--- src/rtl/crc_ser_pkg.sv ---
package crc_ser_pkg;

   localparam int unsigned CRC_W       = 32;
   localparam logic [31:0] ETH_POLY    = 32'h04C11DB7;
   localparam logic [31:0] ETH_INIT    = 32'hFFFFFFFF;
   localparam logic [31:0] ETH_XOROUT  = 32'hFFFFFFFF;
   localparam logic [31:0] ETH_RESIDUE = 32'hC704DD7B;

   // Per-cycle control bundle passed from the edge of the block to the state register
   typedef struct packed {
      logic clr;   // preload request, highest priority
      logic vld;   // dat is meaningful this cycle
      logic dat;   // serial bit
      logic eom;   // close the message
   } ser_ctrl_t;

endpackage

--- src/rtl/crc_ser_step.sv ---
// One LFSR advance for a single incoming bit, shift-left (MSB-first) form.
// Taps are wired per bit: only positions with a polynomial one get an XOR.
module crc_ser_step #(
   parameter int unsigned        W    = 32,
   parameter logic [W-1:0]       POLY = 32'h04C11DB7
) (
   input  logic [W-1:0] cur_i,
   input  logic         din_i,
   output logic [W-1:0] nxt_o
);

   logic fb;
   assign fb = din_i ^ cur_i[W-1];

   generate
      if (W < 8) begin : g_bad_width
         $error("crc_ser_step: W must be at least 8");
      end
      if (POLY[0] != 1'b1) begin : g_bad_poly
         $error("crc_ser_step: polynomial must have its constant term set");
      end

      for (genvar i = 0; i < W; i++) begin : g_tap
         if (i == 0) begin : g_lsb
            assign nxt_o[0] = fb;
         end else if (POLY[i]) begin : g_xor
            assign nxt_o[i] = cur_i[i-1] ^ fb;
         end else begin : g_pass
            assign nxt_o[i] = cur_i[i-1];
         end
      end
   endgenerate

endmodule

--- src/rtl/crc_ser_state.sv ---
// Holds the running register; clear wins over a bit in the same cycle.
module crc_ser_state
   import crc_ser_pkg::*;
#(
   parameter int unsigned  W    = 32,
   parameter logic [W-1:0] INIT = 32'hFFFFFFFF,
   parameter logic [W-1:0] POLY = 32'h04C11DB7
) (
   input  logic            clk,
   input  logic            rst_n,
   input  ser_ctrl_t       ctrl_i,
   output logic [W-1:0]    state_o,
   output logic [W-1:0]    state_d_o
);

   logic [W-1:0] state_q;
   logic [W-1:0] stepped;
   logic [W-1:0] state_d;

   crc_ser_step #(.W(W), .POLY(POLY)) u_step (
      .cur_i (state_q),
      .din_i (ctrl_i.dat),
      .nxt_o (stepped)
   );

   always_comb begin
      if (ctrl_i.clr)       state_d = INIT;
      else if (ctrl_i.vld)  state_d = stepped;
      else                  state_d = state_q;
   end

   always_ff @(posedge clk or negedge rst_n) begin
      if (!rst_n) state_q <= INIT;
      else        state_q <= state_d;
   end

   assign state_o   = state_q;
   assign state_d_o = state_d;

   // a clear pulse leaves the preload value behind
   a_r2_preload: assert property (@(posedge clk) disable iff (!rst_n)
      ctrl_i.clr |=> (state_q == INIT));

   // an idle cycle does not disturb the register
   a_r4_idle_hold: assert property (@(posedge clk) disable iff (!rst_n)
      (!ctrl_i.clr && !ctrl_i.vld) |=> $stable(state_q));

endmodule

--- src/rtl/crc_ser_result.sv ---
// Captures the finished value, applies the output complement and the residue compare.
module crc_ser_result #(
   parameter int unsigned  W       = 32,
   parameter logic [W-1:0] XOR_OUT = 32'hFFFFFFFF,
   parameter logic [W-1:0] RESIDUE = 32'hC704DD7B
) (
   input  logic         clk,
   input  logic         rst_n,
   input  logic         capture_i,
   input  logic [W-1:0] final_i,
   output logic [W-1:0] crc_o,
   output logic         match_o,
   output logic         done_o
);

   logic [W-1:0] crc_q;
   logic         match_q;
   logic         done_q;

   always_ff @(posedge clk or negedge rst_n) begin
      if (!rst_n) begin
         crc_q   <= '0;
         match_q <= 1'b0;
         done_q  <= 1'b0;
      end else begin
         done_q <= capture_i;
         if (capture_i) begin
            crc_q   <= final_i ^ XOR_OUT;
            match_q <= (final_i == RESIDUE);
         end
      end
   end

   assign crc_o   = crc_q;
   assign match_o = match_q;
   assign done_o  = done_q;

   // outputs only move on a capture
   a_r6_result_hold: assert property (@(posedge clk) disable iff (!rst_n)
      !capture_i |=> ($stable(crc_o) && $stable(match_o)));

   // capture produces the done pulse next cycle
   a_r6_done_follows: assert property (@(posedge clk) disable iff (!rst_n)
      capture_i |=> done_o);

endmodule

--- src/rtl/crc_ser_engine.sv ---
module crc_ser_engine
   import crc_ser_pkg::*;
#(
   parameter int unsigned      W       = CRC_W,
   parameter logic [W-1:0]     POLY    = ETH_POLY,
   parameter logic [W-1:0]     INIT    = ETH_INIT,
   parameter logic [W-1:0]     XOR_OUT = ETH_XOROUT,
   parameter logic [W-1:0]     RESIDUE = ETH_RESIDUE
) (
   input  logic         clk,
   input  logic         rst_n,
   input  logic         start_i,
   input  logic         bit_vld_i,
   input  logic         bit_i,
   input  logic         end_i,
   output logic [W-1:0] crc_o,
   output logic         done_o,
   output logic         match_o
);

   ser_ctrl_t    ctrl;
   logic [W-1:0] state_q;
   logic [W-1:0] state_d;
   logic         capture;

   assign ctrl.clr = start_i;
   assign ctrl.vld = bit_vld_i;
   assign ctrl.dat = bit_i;
   assign ctrl.eom = end_i;

   // an end pulse that meets a clear pulse is dropped
   assign capture = ctrl.eom && !ctrl.clr;

   crc_ser_state #(.W(W), .INIT(INIT), .POLY(POLY)) u_state (
      .clk       (clk),
      .rst_n     (rst_n),
      .ctrl_i    (ctrl),
      .state_o   (state_q),
      .state_d_o (state_d)
   );

   // state_d includes a bit that arrives with the end pulse
   crc_ser_result #(.W(W), .XOR_OUT(XOR_OUT), .RESIDUE(RESIDUE)) u_result (
      .clk       (clk),
      .rst_n     (rst_n),
      .capture_i (capture),
      .final_i   (state_d),
      .crc_o     (crc_o),
      .match_o   (match_o),
      .done_o    (done_o)
   );

   // a clear pulse never yields a done pulse
   a_r5_clear_no_done: assert property (@(posedge clk) disable iff (!rst_n)
      start_i |=> !done_o);

   // no done pulse without an end pulse
   a_r6_no_spurious_done: assert property (@(posedge clk) disable iff (!rst_n)
      !end_i |=> !done_o);

   // the register is at its preload right after a clear
   a_r2_start_state: assert property (@(posedge clk) disable iff (!rst_n)
      start_i |=> (state_q == INIT));

endmodule

--- config.mk ---
export PLATFORM = sky130hd
export DESIGN_NAME = crc_ser_engine
export DESIGN_NICKNAME = d
export VERILOG_FILES = /design/src/rtl/crc_ser_pkg.sv /design/src/rtl/crc_ser_step.sv /design/src/rtl/crc_ser_state.sv /design/src/rtl/crc_ser_result.sv /design/src/rtl/crc_ser_engine.sv
export SDC_FILE = /design/constraint.sdc
export NUM_CORES = 1
export LEC_CHECK = 0
export BUFFER_PORTS_ARGS = -buffer_cell sky130_fd_sc_hd__buf_2
export CORE_MARGIN = 2
export CORE_UTILIZATION = 49
export DETAILED_ROUTE_END_ITERATION = 8
export PLACE_DENSITY = 0.67
export SYNTH_ARGS = -nofsm -noshare
export SYNTH_HDL_FRONTEND = slang
export SYNTH_SLANG_ARGS = --single-unit
--- constraint.sdc ---
create_clock -name clk -period 2.2 [get_ports clk]
set_clock_uncertainty 0.1 [all_clocks]
set_input_delay 0.33 -clock clk [delete_from_list [all_inputs] [get_ports clk]]
set_output_delay 0.33 -clock clk [all_outputs]
set_load 0.05 [all_outputs]
* Word-level counts from Yosys, hierarchy flattened
Index checks and enable logic that the tools add are counted.
** Cells by class
- Equality and inequality tests :: 1
- Mux-type cells :: 2
- Bitwise gates (word level) :: 15
- Reduce and logical (&&, ||, !) cells :: 2
** Operators by type and width (number)
- two-way mux 32 bit :: 2
- == test 32 bit, second input constant :: 1
- inverter 32 bit :: 1
- bitwise XOR 1 bit :: 14
- logical AND 1 bit :: 1
- logical NOT 1 bit :: 1
** Storage, ports and cells
- Register bits :: 66
- Bits of input ports :: 6
- Output and inout port bits :: 34
- Word-level logic and storage cells :: 24

* Depth between registers and ports, before layout
Gate-level depths: netlist of run 1.
- Depth in word-level cells :: 5
- Gate-level depth with buffers :: 8
- Gate-level depth less buffers :: 7

* By module
Synthesis of run 1 repeated with hierarchy kept, for this count alone.
** Unflattened totals
- Cells, all modules :: 261
- Area, all modules :: 3183.1 um^2
** Modules (own cells, without submodules)
- crc_ser_state :: instances 1, cells each 106, area each 1406.3 um^2, seq. area each 840.8 um^2
- crc_ser_result :: instances 1, cells each 118, area each 1253.7 um^2, seq. area each 850.8 um^2
- crc_ser_step :: instances 1, cells each 36, area each 509.2 um^2, seq. area each 0.0 um^2
- crc_ser_engine :: instances 1, cells each 1, area each 13.8 um^2, seq. area each 0.0 um^2

* Worst setup path before layout of run 1
No wires, ideal clock.
- Kind :: register -> register
- Start point :: register u_state.state_q[31], in the netlist u_state.state_o[31]
- End point :: register u_result.match_q, in the netlist u_result.match_o
- Library setup time :: 74 ps
- Data arrival time :: 1727 ps
- Data required time :: 2026 ps
- Setup slack :: 299 ps
- Cell stages (with the launch flop) :: 7
- Path buffers :: 1
- Clock period less this slack :: 1901 ps
- Path through :: dfstp_2 buf_6 xor3_1 a211o_1 nor4bb_1 o211ai_1 o21ai_2
** Between the ends
- Cells in the longest elaborated chain, start to end :: 5
- Elaborated cells between the ends (all ways) :: 17
- Those cells by class :: 1 x eq/ne; 2 x mux; 14 x bitwise
** Ends and longest elaborated chain
- from (decl) :: line crc_ser_state.sv:16 : logic [W-1:0] state_q;
- from (signal assigned) :: line crc_ser_state.sv:34 : else state_q <= state_d;
- bitwise XOR 1 bit :: line crc_ser_step.sv:13 : assign fb = din_i ^ cur_i[W-1];
- bitwise XOR 1 bit :: line crc_ser_step.sv:27 : assign nxt_o[i] = cur_i[i-1] ^ fb;
- two-way mux 32 bit :: line crc_ser_state.sv:28 : else if (ctrl_i.vld) state_d = stepped;
- two-way mux 32 bit :: line crc_ser_state.sv:27 : if (ctrl_i.clr) state_d = INIT;
- net state_d[16] :: line crc_ser_engine.sv:23 : logic [W-1:0] state_d;
- == test 32 bit :: line crc_ser_result.sv:29 : match_q <= (final_i == RESIDUE);
- to (signal assigned) :: line crc_ser_result.sv:29
- to (decl) :: line crc_ser_result.sv:17 : logic match_q;
The timed path passes the listed nets, and every way through them passes these cells.
A chain may end at the register's enable or synchronous reset.

* Final worst setup path of run 1
Same ends and word-level chain as after synthesis.

==> impl_metrics.env, run 1 <==
export IMPL_status="complete, no violations"
export IMPL_yosys_warnings=0
export IMPL_ant_nets=0
export IMPL_slew_headroom_pct=62.1
export IMPL_n_antenna_cell=0
export IMPL_maxCapViolCount=0
export IMPL_numClockSinks=66
export IMPL_rrSetupSlack_ns=0.14
export IMPL_synth_distinct_cells=50
export IMPL_htree_levels=3
export IMPL_row_count=28
export IMPL_wl_per_cell_um=15.9
export IMPL_startpoint_type="flip-flop"
export IMPL_crit_arrival_ns=2.23
export IMPL_max_freq_mhz=487
export IMPL_maxSlewViolCount=0
export IMPL_fin_cells=392
export IMPL_synth_common_cells="nand2_1 (53), dfrtp_1 (34), dfstp_2 (32), o21ai_0 (31), mux2i_1 (17)"
export IMPL_power_density_nw_per_um2=844
export IMPL_gp_congestion=0.884
export IMPL_postSynthCellCount=270
export IMPL_avgViaCountPerCell=5.32
export IMPL_yosysTopAreaCell="dfrtp_1"
export IMPL_rsz0062_at_grt="false"
export IMPL_dr_pass1_iters=4
export IMPL_dieHeight_um=82.2
export IMPL_post_route_drc_count=0
export IMPL_syn_avg_cell_area_um2=11.1
export IMPL_drive_gt1_share_pct=32.8
export IMPL_ios=40
export IMPL_grt_first_pass_wirelength_mm=10.2
export IMPL_syn_nets=276
export IMPL_worst_pin_slew_ns=0.568
export IMPL_crit_start="u_state.state_o[31]"
export IMPL_fill_cells=548
export IMPL_num_vias=2085
export IMPL_synth_ff_type="dfrtp_1"
export IMPL_synthArstFlopShare_pct=100
export IMPL_r2r_start="u_state.state_o[31]"
export IMPL_crit_required_ns=2.37
export IMPL_dp_cells=377
export IMPL_ys_ff_latch=66
export IMPL_path_clk_slew_ns=0.07
export IMPL_root_buffer="clkbuf_8"
export IMPL_overflow=0
export IMPL_crit_type="flip-flop to flip-flop"
export IMPL_antenna_found_initial=0
export IMPL_cts_buffers=9
export IMPL_setup_viol=0
export IMPL_port_buffers=39
export IMPL_clock_latency_ns=0.34
export IMPL_syn_area_um2=3000
export IMPL_grt_use_total_pct=20.5
export IMPL_hold_viol_final=0
export IMPL_yosys_area_top_type_share_pct=28.4
export IMPL_cts_tree="built"
export IMPL_crit_fanout=6
export IMPL_leakagePower_nw=1.62
export IMPL_nets=320
export IMPL_dp_hpwl_mm=4.21
export IMPL_wirelength_mm=6.22
export IMPL_tns_ns=0
export IMPL_seq_area_frac_synth_pct=56.4
export IMPL_synth_most_common_cell="nand2_1"
export IMPL_die_x_um=82.2
export IMPL_synth_edff_count=0
export IMPL_ir_drop_mv=0.477
export IMPL_area_delta_synth_final_pct=15.3
export IMPL_drt_iter0_markers=120
export IMPL_die_area_um2=6760
export IMPL_hold_class="input port to flip-flop"
export IMPL_fin_crit_sh_pct=93.4
export IMPL_core_area_um2=5920
export IMPL_start_util_pct=50.6
export IMPL_grt_pass1_vias=2007
export IMPL_cts_path_max_buffers=2
export IMPL_synth_area_top_cells="dfrtp_1 (28%), dfstp_2 (28%), nand2_1 (6.6%)"
export IMPL_crit_path_end_kind="flip-flop"
export IMPL_timing_final_crit_period_ns=2.06
export IMPL_min_from="end_i"
export IMPL_grt_start_max_net_pins=67
-- path summary, 6_finish.rpt --
| kind | to | cells past startpoint |
|---|---|---|
| worst max-delay path | u_result.match_o | 5 |
| worst min-delay path | u_result.done_o | 3 |
| worst max register to register | u_result.match_o | 5 |
| worst min register to register | u_result.crc_o[24] | 2 |
| max in group asynchronous | u_state.state_o[26] | 3 |
| min in group asynchronous | u_result.crc_o[5] | 3 |
-- repair_timing --
action | CTS | global route
gates resized for setup | 0 | 1
endpoints found under the setup margin | 0 | 1
hold endpoints to repair | 34 | 0
buffers inserted | 0 | 0
hold buffers | 1 | 0
-- metrics by stage --
stage                     total power, mW  worst slack [ns]  instance area, µm²  hold slack, ns  utilization, %
final                                2.92             0.145                3460           0.157            58.4
after global routing                 3.07            0.0214                3460           0.190            58.4
after CTS                            2.95             0.164                3450           0.146            58.3
after detailed placement             2.09             0.168                3280           0.270            55.4
after global placement               2.08             0.193                3280           0.270            55.4
after floorplan                      1.92             0.299                3000         -0.0656               -
-- cell type report --
type | instances | area [µm²] | area share, %
Sequential cell | 66 | 1690 | 49.0
Inverter | 7 | 26.3 | 0.760
Clock buffer | 10 | 138 | 3.98
Tap cell | 75 | 93.8 | 2.72
Timing Repair Buffer | 50 | 293 | 8.47
Multi-Input combinational cell | 180 | 1190 | 34.5
Clock inverter | 4 | 20.0 | 0.579
-- cells by family (layout without fill, tap and decap cells) --
logic type / count (synthesis) / in the layout / synth area share (%)
xor gates and xnor gates: 14 / 14 / 6.39
muxes: 17 / 17 / 5.68
DFF: 66 / 66 / 56.4
and+or+nand+nor: 92 / 92 / 15.7
buffers and inverters: 24 / 71 / 3.96
AOI/OAI and AO/OA: 57 / 57 / 11.9
-- flip-flops by register name, indices dropped and copies added, names as in the netlist --
register          count
u_result.crc_o       32
u_state.state_o      32
u_result.done_o       1
u_result.match_o      1
-- power breakdown --
group	switching [mW]	leakage [nW]	internal (mW)
Sequential	0.0744	0.788	1.35
Combinational	0.452	0.747	0.190
Clock	0.429	0.0875	0.419
-- critical path, stage by stage, from the launching register on --
cell      delay (ns)
dfstp_2         0.64
xor3_1          0.34
a211o_1         0.36
nor4bb_2        0.29
o211ai_1        0.15
o21ai_2         0.12
-- cell usage in the layout, fill, tap and decap left out, types with 2 or more instances in the layout --
cell      instances
a211o_1           6
a211oi_1          3
a21oi_1           5
a31oi_1           2
and2_1            2
buf_2            39
buf_4             9
clkbuf_8         10
clkinv_2          4
dfrtp_1          34
dfstp_2          32
inv_1             6
mux2i_1          17
nand2_1          53
nand3_1           2
nand4_1           2
nor2_1            4
nor2b_1          10
nor3_1            2
o21ai_0          31
or3_1             3
or4b_1            2
xnor2_1           7
xor2_1            2
xor3_1            3
-- layer usage --
metal / vias to the layer above / global-route usage [%] / routed length, µm
met5: - / 0 / 0
met4: 0 / 10.5 / 129
met3: 11 / 4.02 / 251
met2: 47 / 29.0 / 2760
met1: 1016 / 29.9 / 3080
li1: 1011 / - / -
No activity file was read; power rests on OpenSTA's default activity.
==> run 2: changes to the inputs <==
clock period = 2.4 ns   (was 2.2 ns; I/O delays follow)
==> run 2 against run 1 <==
  * Power is 4.0% lower
  * Critical path type unchanged
  * Critical endpoint unchanged
  * Flip-flop and latch count unchanged
  * Final area rose by 0.33%
  * Wire length is 0.79% higher
==> impl_metrics.env, run 2 (synthesis results as in run 1) <==
export IMPL_max_freq_mhz=485
export IMPL_fill_cells=521
export IMPL_root_buffer="clkbuf_8"
export IMPL_area_delta_synth_final_pct=15.7
export IMPL_grt_start_max_net_pins=67
export IMPL_crit_fanout=6
export IMPL_crit_required_ns=2.58
export IMPL_crit_arrival_ns=2.24
export IMPL_post_route_drc_count=0
export IMPL_dr_pass1_iters=4
export IMPL_drt_iter0_markers=137
export IMPL_dieHeight_um=82.2
export IMPL_worst_pin_slew_ns=0.549
export IMPL_port_buffers=39
export IMPL_wl_per_cell_um=16.1
export IMPL_maxCapViolCount=0
export IMPL_die_area_um2=6760
export IMPL_intPower_mw=1.91
export IMPL_p_sw_mw=0.889
export IMPL_regArea_um2=1690
export IMPL_clock_latency_ns=0.35
export IMPL_grt_first_pass_wirelength_mm=10.3
export IMPL_row_count=28
export IMPL_n_antenna_cell=0
export IMPL_cts_path_max_buffers=2
export IMPL_clkPwrFrac_pct=32.4
export IMPL_numClockSinks=66
export IMPL_nets=317
export IMPL_rsz0062_at_grt="false"
export IMPL_ir_drop_mv=0.401
export IMPL_dp_hpwl_mm=4.12
export IMPL_power_density_nw_per_um2=808
export IMPL_drive_gt1_share_pct=31.4
export IMPL_slew_headroom_pct=63.4
export IMPL_hold_viol_final=0
export IMPL_dp_cells=374
export IMPL_path_clk_slew_ns=0.07
export IMPL_p_comb_share_pct=20.8
export IMPL_ant_nets=0
export IMPL_status="complete, no violations"
export IMPL_gp_congestion=0.882
export IMPL_ios=40
export IMPL_grt_use_total_pct=20.9
export IMPL_overflow=0
export IMPL_hold_class="input port to flip-flop"
export IMPL_cts_buffers=9
export IMPL_core_area_um2=5920
export IMPL_start_util_pct=50.6
export IMPL_leakagePower_nw=1.62
export IMPL_seq_power_share_pct=46.8
export IMPL_setup_viol=0
export IMPL_startpoint_type="flip-flop"
export IMPL_maxSlewViolCount=0
export IMPL_mostFrequentLayoutCells="nand2_1 (53), buf_2 (39), dfrtp_1 (34), dfstp_2 (32), o21ai_0 (31)"
export IMPL_fin_crit_sh_pct=85.8
export IMPL_fin_cells=390
export IMPL_crit_type="flip-flop to flip-flop"
export IMPL_tns_ns=0
export IMPL_wirelength_mm=6.26
export IMPL_htree_levels=3
export IMPL_multi_input_area_um2=1190
export IMPL_num_vias=2069
export IMPL_postCtsResizedCells=0
export IMPL_sw_frac_of_total_pct=31.7
export IMPL_crit_path_end_kind="flip-flop"
export IMPL_antenna_found_initial=0
export IMPL_grt_pass1_vias=2055
export IMPL_cts_tree="built"
export IMPL_timing_final_crit_period_ns=2.06
export IMPL_layout_commonest_cell="nand2_1"
export IMPL_avgViaCountPerCell=5.31
export IMPL_die_x_um=82.2
[run 2: cell types whose count changed in the layout (fill, tap and decap cells not counted), sizes merged]
| cell | previous run | this run |
|---|---|---|
| buf | 49 | 46 |
| clkinv | 5 | 3 |
| bufinv | 0 | 1 |
| clkbuf | 10 | 12 |
[run 2: metal layers]
layer	part of all wire [%]	global-route usage [%]	up-vias
li1	-	-	1008
met1	49	28.8	1007
met2	45	31.0	46
met3	4.2	7.50	8
met4	1.4	6.33	0
met5	0	0	-
[run 2: critical path, cell delays in order, from the launching register on]
cell	delay, ns
dfstp_2	0.66
xor3_1	0.35
a211o_1	0.35
nor4bb_1	0.28
o211ai_1	0.14
o21ai_2	0.12
[run 2: layout make-up]
type / instances / share of cell area [%]
Sequential cell: 66 / 48.8
Multi-Input combinational cell: 180 / 34.2
Timing Repair Buffer: 47 / 8.16
Clock buffer: 12 / 4.19
Tap cell: 75 / 2.71
Clock inverter: 3 / 1.15
Inverter: 7 / 0.758
[run 2: metrics by stage]
step | total power, mW | hold slack [ns] | util (%) | instance area [µm²] | worst slack, ns
after CTS | 2.82 | 0.183 | 58.6 | 3470 | 0.340
after global placement | 1.90 | 0.301 | 55.3 | 3270 | 0.305
after global routing | 2.93 | 0.182 | 58.6 | 3470 | 0.211
after floorplan | 1.76 | -0.0356 | - | 3000 | 0.499
after detailed placement | 1.92 | 0.302 | 55.3 | 3270 | 0.264
final | 2.80 | 0.190 | 58.6 | 3470 | 0.340
[run 2: worst paths after layout]
check | start | end | slack (ns) | cells after the start
max | u_state.state_o[31] | u_result.match_o | 0.34 | 5
min | end_i | u_result.done_o | 0.19 | 3
max reg2reg | u_state.state_o[31] | u_result.match_o | 0.34 | 5
min reg2reg | u_result.crc_o[19] | u_result.crc_o[19] | 0.37 | 2
max in group asynchronous | rst_n | u_state.state_o[17] | 1.41 | 3
min in group asynchronous | rst_n | u_result.crc_o[4] | 0.46 | 3
[run 2: what timing repair did]
item                      in CTS  in global routing
buffers inserted               0                  0
hold endpoints to repair      34                  0
hold buffers                   1                  0
[run 2: power groups by stage]
stage	clock network (mW)	registers [mW]	logic, mW
after floorplan	0	1.54	0.220
after CTS	0.922	1.31	0.591
final	0.908	1.31	0.584
after detailed placement	0	1.33	0.587
after global routing	0.975	1.32	0.635
after global placement	0	1.32	0.580
